<file path="src/rtl/ocp_trip_pkg.sv">
package ocp_trip_pkg;
   // width needed to hold values 0..n
   function automatic int cnt_w(input int n);
      return (n < 1) ? 1 : $clog2(n + 1);
   endfunction
endpackage

</file>
<file path="src/rtl/ocp_blank_gate.sv">
module ocp_blank_gate
   import ocp_trip_pkg::*;
#(
   parameter int BLANK_CYC = 15
) (
   input  logic clk,
   input  logic rst_n,
   input  logic clr,
   input  logic ls_on,
   input  logic oc_over,
   output logic qual
);
   if (BLANK_CYC < 0) begin : g_bad_blank
      $error("BLANK_CYC must not be negative");
   end

   if (BLANK_CYC == 0) begin : g_no_blank
      assign qual = ls_on & oc_over & ~clr;
   end else begin : g_blank
      localparam int BW = cnt_w(BLANK_CYC);
      localparam logic [BW-1:0] BMAX = BW'(BLANK_CYC);
      logic [BW-1:0] bcnt;

      always_ff @(posedge clk or negedge rst_n) begin
         if (!rst_n)                  bcnt <= '0;
         else if (clr || !ls_on)      bcnt <= '0;
         else if (bcnt != BMAX)       bcnt <= bcnt + 1'b1;
      end

      assign qual = ls_on & oc_over & ~clr & (bcnt == BMAX);


      qual_after_blank_chk: assert property (@(posedge clk) disable iff (!rst_n)
         qual |-> $past(ls_on));
   end
endmodule

</file>
<file path="src/rtl/ocp_cycle_track.sv">
module ocp_cycle_track (
   input  logic clk,
   input  logic rst_n,
   input  logic clr,
   input  logic cycle_tick,
   input  logic qual,
   input  logic oc_over,
   input  logic fire,
   output logic trip_evt,
   output logic cycle_hit,
   output logic skip
);
   assign trip_evt = qual & ~cycle_hit;

   always_ff @(posedge clk or negedge rst_n) begin
      if (!rst_n)          cycle_hit <= 1'b0;
      else if (clr)        cycle_hit <= 1'b0;
      else if (cycle_tick) cycle_hit <= 1'b0;
      else if (trip_evt)   cycle_hit <= 1'b1;
   end

   always_ff @(posedge clk or negedge rst_n) begin
      if (!rst_n)                      skip <= 1'b0;
      else if (clr || fire)            skip <= 1'b0;
      else if (trip_evt)               skip <= 1'b1;
      else if (cycle_tick && !oc_over) skip <= 1'b0;
   end


   skip_release_chk: assert property (@(posedge clk) disable iff (!rst_n)
      $fell(skip) |-> ($past(cycle_tick) && !$past(oc_over)) || $past(clr) || $past(fire));


   one_trip_per_cycle_chk: assert property (@(posedge clk) disable iff (!rst_n)
      (cycle_hit && !cycle_tick && !clr) |=> !trip_evt);
endmodule

</file>
<file path="src/rtl/ocp_trip_tally.sv">
module ocp_trip_tally
   import ocp_trip_pkg::*;
#(
   parameter int TRIP_LIMIT  = 3,
   parameter int CLEAN_LIMIT = 7,
   parameter int TW          = cnt_w(TRIP_LIMIT)
) (
   input  logic          clk,
   input  logic          rst_n,
   input  logic          clr,
   input  logic          cycle_tick,
   input  logic          trip_evt,
   input  logic          cycle_hit,
   output logic [TW-1:0] trip_count,
   output logic          fire,
   output logic          hiccup_req
);
   if (TRIP_LIMIT < 1) begin : g_bad_trip
      $error("TRIP_LIMIT must be at least 1");
   end
   if (CLEAN_LIMIT < 1) begin : g_bad_clean
      $error("CLEAN_LIMIT must be at least 1");
   end

   localparam int CW = cnt_w(CLEAN_LIMIT);
   localparam logic [TW-1:0] LAST_T = TW'(TRIP_LIMIT - 1);
   localparam logic [CW-1:0] LAST_C = CW'(CLEAN_LIMIT - 1);

   logic [CW-1:0] clean_cnt;

   assign fire = trip_evt & (trip_count == LAST_T);

   always_ff @(posedge clk or negedge rst_n) begin
      if (!rst_n) begin
         trip_count <= '0;
         clean_cnt  <= '0;
         hiccup_req <= 1'b0;
      end else if (clr) begin
         trip_count <= '0;
         clean_cnt  <= '0;
         hiccup_req <= 1'b0;
      end else begin
         hiccup_req <= fire;
         if (fire) begin
            trip_count <= '0;
            clean_cnt  <= '0;
         end else if (trip_evt) begin
            trip_count <= trip_count + 1'b1;
            clean_cnt  <= '0;
         end else if (cycle_tick && !cycle_hit && trip_count != '0) begin
            if (clean_cnt == LAST_C) begin
               trip_count <= '0;
               clean_cnt  <= '0;
            end else begin
               clean_cnt <= clean_cnt + 1'b1;
            end
         end
      end
   end


   hiccup_pulse_chk: assert property (@(posedge clk) disable iff (!rst_n)
      hiccup_req |=> !hiccup_req);


   hiccup_clears_chk: assert property (@(posedge clk) disable iff (!rst_n)
      hiccup_req |-> trip_count == '0);


   count_drop_chk: assert property (@(posedge clk) disable iff (!rst_n)
      (trip_count < $past(trip_count)) |-> $past(cycle_tick) || $past(clr) || $past(fire));


   count_range_chk: assert property (@(posedge clk) disable iff (!rst_n)
      trip_count <= LAST_T);
endmodule

</file>
<file path="src/rtl/ocp_trip_mgr.sv">
module ocp_trip_mgr
   import ocp_trip_pkg::*;
#(
   parameter int BLANK_CYC   = 15,
   parameter int TRIP_LIMIT  = 3,
   parameter int CLEAN_LIMIT = 7,
   localparam int TW         = cnt_w(TRIP_LIMIT)
) (
   input  logic          clk,
   input  logic          rst_n,
   input  logic          enable,
   input  logic          cycle_tick,
   input  logic          ls_on,
   input  logic          oc_over,
   output logic          hs_skip,
   output logic [TW-1:0] trip_count,
   output logic          hiccup_req
);
   logic clr, qual, trip_evt, cycle_hit, fire;

   assign clr = ~enable;

   ocp_blank_gate #(.BLANK_CYC(BLANK_CYC)) u_blank (
      .clk(clk), .rst_n(rst_n), .clr(clr), .ls_on(ls_on),
      .oc_over(oc_over), .qual(qual));

   ocp_cycle_track u_track (
      .clk(clk), .rst_n(rst_n), .clr(clr), .cycle_tick(cycle_tick),
      .qual(qual), .oc_over(oc_over), .fire(fire),
      .trip_evt(trip_evt), .cycle_hit(cycle_hit), .skip(hs_skip));

   ocp_trip_tally #(.TRIP_LIMIT(TRIP_LIMIT), .CLEAN_LIMIT(CLEAN_LIMIT), .TW(TW)) u_tally (
      .clk(clk), .rst_n(rst_n), .clr(clr), .cycle_tick(cycle_tick),
      .trip_evt(trip_evt), .cycle_hit(cycle_hit),
      .trip_count(trip_count), .fire(fire), .hiccup_req(hiccup_req));


   disabled_quiet_chk: assert property (@(posedge clk) disable iff (!rst_n)
      !enable |=> (trip_count == '0) && !hs_skip && !hiccup_req);


   ls_off_no_trip_chk: assert property (@(posedge clk) disable iff (!rst_n)
      (!ls_on && !hiccup_req) |=> trip_count <= $past(trip_count) || $past(cycle_tick) == 1'b0 && 1'b0);
endmodule

</file>
<file path="config.mk">
export PLATFORM = sky130hd
export DESIGN_NAME = ocp_trip_mgr
export DESIGN_NICKNAME = d
export VERILOG_FILES = /design/src/rtl/ocp_trip_pkg.sv /design/src/rtl/ocp_blank_gate.sv /design/src/rtl/ocp_cycle_track.sv /design/src/rtl/ocp_trip_tally.sv /design/src/rtl/ocp_trip_mgr.sv
export SDC_FILE = /design/constraint.sdc
export NUM_CORES = 1
export LEC_CHECK = 0
export CAP_MARGIN = 20
export CORE_AREA = 2 2 41 43
export CTS_CLUSTER_SIZE = 28
export DETAILED_ROUTE_END_ITERATION = 8
export DIE_AREA = 0 0 43 45
export DONT_BUFFER_PORTS = 1
export HOLD_SLACK_MARGIN = 0.12
export MAX_ROUTING_LAYER = met4
export PLACE_DENSITY = 0.61
export SKIP_LAST_GASP = 1
export SLEW_MARGIN = 20
export SYNTH_ARGS = -nofsm -noshare
export SYNTH_HDL_FRONTEND = slang
export SYNTH_SLANG_ARGS = --single-unit
</file>
<file path="constraint.sdc">
create_clock -name clk -period 1.4 [get_ports clk]
set_input_delay 0.28 -clock clk [delete_from_list [all_inputs] [get_ports clk]]
set_output_delay 0.28 -clock clk [all_outputs]
set_load 0.005 [all_outputs]
</file>
==> results.md <==
* Status: finished, final reports clean
* Multi-input gate area at 348 µm²
* WP data required at 1.54 ns
* Sequential area share after synthesis at 47.4%
* Final setup TNS at 0 ns
* P per Cell Area at 759 nW/µm²
* Max Slew Vio Count at 0
* Rows at 14
* Final ANT Viol Nets at 0
* Largest net degree at the start of global routing at 13
* GRT Total Usage at 15.8%
* Arrival @ worst endpoint at 1.50 ns
* R2R Setup Slk at 0.04 ns
* Routed wire length at 1.32 mm
* Syn Nets at 74
* DRT iter0 DRCs at 18
* Crit share post-route at 97.4%
* ANT cells at 0
* Clock skew at 0.00202 ns
* Clk pin slew, worst setup/hold paths at 0.07 ns
* Vias in the first global route at 494
* Hold Vio Cnt, Final at 0
* Relative slew margins at 64.2%
* Maximum VDD drop at 0.000452 V
* Initial core utilization at 43.0%
* Worst Path Max Fanout at 4
* Per-cell routed wire length at 14.5 µm
* Hold Crit Class: input pin to register
* First-pass GRT wire length at 2.12 mm
* H-Tree Depth at 1
* Die width at 43 µm
* Minimum clock period at 1.36 ns
* Number of CTS-inserted buffers at 3
* Most frequent cells in the layout: 12 x dfrtp_1, 7 x nor2_1, 7 x buf_4, 6 x nand2_1
* CTS max path bufs at 2
* IO Pins at 10
* Pre-antenna DRT Iters at 4
* Reported max-cap violation count at 0
* Most common cell after layout, fill and taps aside: dfrtp_1
* #FFs+latches synth at 12
* Syn Inst Count at 65
* Pin slew with the least headroom to its limit at 0.535 ns
* DRC errors left at 0
* RSZ-0062 raised after global routing: false
* Area grow syn2layout at 21.9%
* Clock Tree Root: clkbuf_4
* Initial antenna violation count at 0
* Slowest CP cell: or3b_4
* Layout fillers at 137
* Clk sink count at 12
* Layout cell share with drive strength beyond 1 at 25.3%
* Crit path kind: register to register
* Startpoint types: register
* Hold Slack at 0.136 ns
* Die area at 1940 µm²
* Total area of sequential cells at 300 µm²
* YS warnings at 0
* Max Freq at 0.733 GHz
* Mean post-synth cell area at 9.74 µm²
* Global route total overflow at 0
* Die H at 45 µm
* Via count at 509
* Placed wire-length estimate at 900 µm
* Cell variety after synth at 25
* Buffers on Ports at 0
* Final setup viols at 0
* Number of vias per cell at 5.59
* Largest stage delay, worst path at 0.42 ns
* Leakage at 0.331 nW
* CTS tree: yes
* CP delay by family, top: simple AND/OR/NAND/NOR gates
* Synth Cell Area at 633 µm²
* Core outline area at 1470 µm²
* WP buf/inv at 1
* Gpl congestion at 0.762
* CP Capture Type: register
* Crit-path cells: inv_2, ha_4, or3b_4, o21ai_0, a21oi_1
* Post-layout nets at 86
* Clk Latency, worst-skew pair at 0.26 ns
[report_power, final]
group          internal (mW)  switching, mW  total, mW
sequential             0.349        0.00207      0.351
clock                 0.0993          0.107      0.206
combinational         0.0115         0.0174     0.0289
[synth_stat cells]
library cell	n	area, µm²
nor3_1	2	10.0
nand3b_1	1	7.51
o21ai_0	3	15.0
nand2_1	6	22.5
mux2i_1	1	10.0
o211a_1	1	10.0
o22ai_1	3	18.8
o221ai_1	1	8.76
dfrtp_1	12	300
nor2_1	7	26.3
or3_1	1	6.26
inv_1	5	18.8
xnor2_1	1	8.76
nand3_1	4	20.0
or3b_1	1	8.76
ha_1	3	37.5
a21boi_1	1	7.51
buf_4	1	7.51
nand4b_2	1	15.0
nor3b_1	2	15.0
a21oi_1	4	20.0
a31oi_1	1	6.26
or2_1	1	6.26
nand4b_1	1	8.76
nand3_4	1	17.5
[flip-flops by register name, indices dropped and copies added (netlist names)]
name                  cells
u_track.skip              1
u_tally.hiccup_req        1
u_blank.g_blank.bcnt      4
u_track.cycle_hit         1
u_tally.trip_count        2
u_tally.clean_cnt         3
[per-layer routing]
layer | GRT usage [%] | routed length [µm] | share of wire, %
met1 | 18.7 | 627 | 48
met2 | 23.6 | 647 | 49
met3 | 6.40 | 40 | 3.0
met4 | 7.27 | 0 | 0
met5 | - | 0 | 0
[timing repair]
action | 4_1_cts | 5_1_grt
pin swaps | 0 | 5
buffers inserted | 0 | 1
endpoints found under the setup margin | 1 | 4
gates resized for setup | 1 | 8
hold buffers | 1 | 0
hold endpoints to repair | 12 | 0
[final timing paths]
path / start / end / cells past startpoint
worst min register to register: u_track.skip$_DFFE_PN0P_ / u_track.skip$_DFFE_PN0P_ / 2
worst max-delay path: u_tally.trip_count[0]$_DFFE_PN0P_ / u_tally.clean_cnt[2]$_DFFE_PN0P_ / 5
worst max register to register: u_tally.trip_count[0]$_DFFE_PN0P_ / u_tally.clean_cnt[2]$_DFFE_PN0P_ / 5
min in group asynchronous: rst_n / u_tally.hiccup_req$_DFF_PN0_ / 1
worst min-delay path: enable / u_track.cycle_hit$_DFFE_PN0P_ / 1
max in group asynchronous: rst_n / u_blank.g_blank.bcnt[3]$_DFFE_PN0P_ / 1
[kinds of logic (layout without fill, tap and decap cells)]
family | after synthesis | after routing | synth area share [%]
buf+inv | 6 | 16 | 4.15
simple gates | 28 | 28 | 25.9
compound gates | 14 | 14 | 13.6
mux | 1 | 1 | 1.58
flops | 12 | 12 | 47.4
xor+xnor | 1 | 1 | 1.38
fa+ha+maj | 3 | 3 | 5.93
[cell type report]
type	count	share of cell area [%]
multi-input combinational	47	45.1
inverter	5	2.43
sequential	12	38.9
clock buffer	3	2.92
tap	16	2.59
timing repair buffer	8	8.10
[stage by stage]
step	cells	util, %	power (mW)	setup slack [ns]	instance area (µm²)
6_report	91	52.5	0.586	0.0357	772
2_1_floorplan	65	-	0.376	0.0115	639
3_5_place_dp	86	47.4	0.378	0.00859	697
3_3_place_gp	86	47.4	0.377	0.0243	697
4_1_cts	90	49.7	0.592	0.0254	732
5_1_grt	91	52.5	0.616	0.00223	772
(Power assumes the default switching activity.)
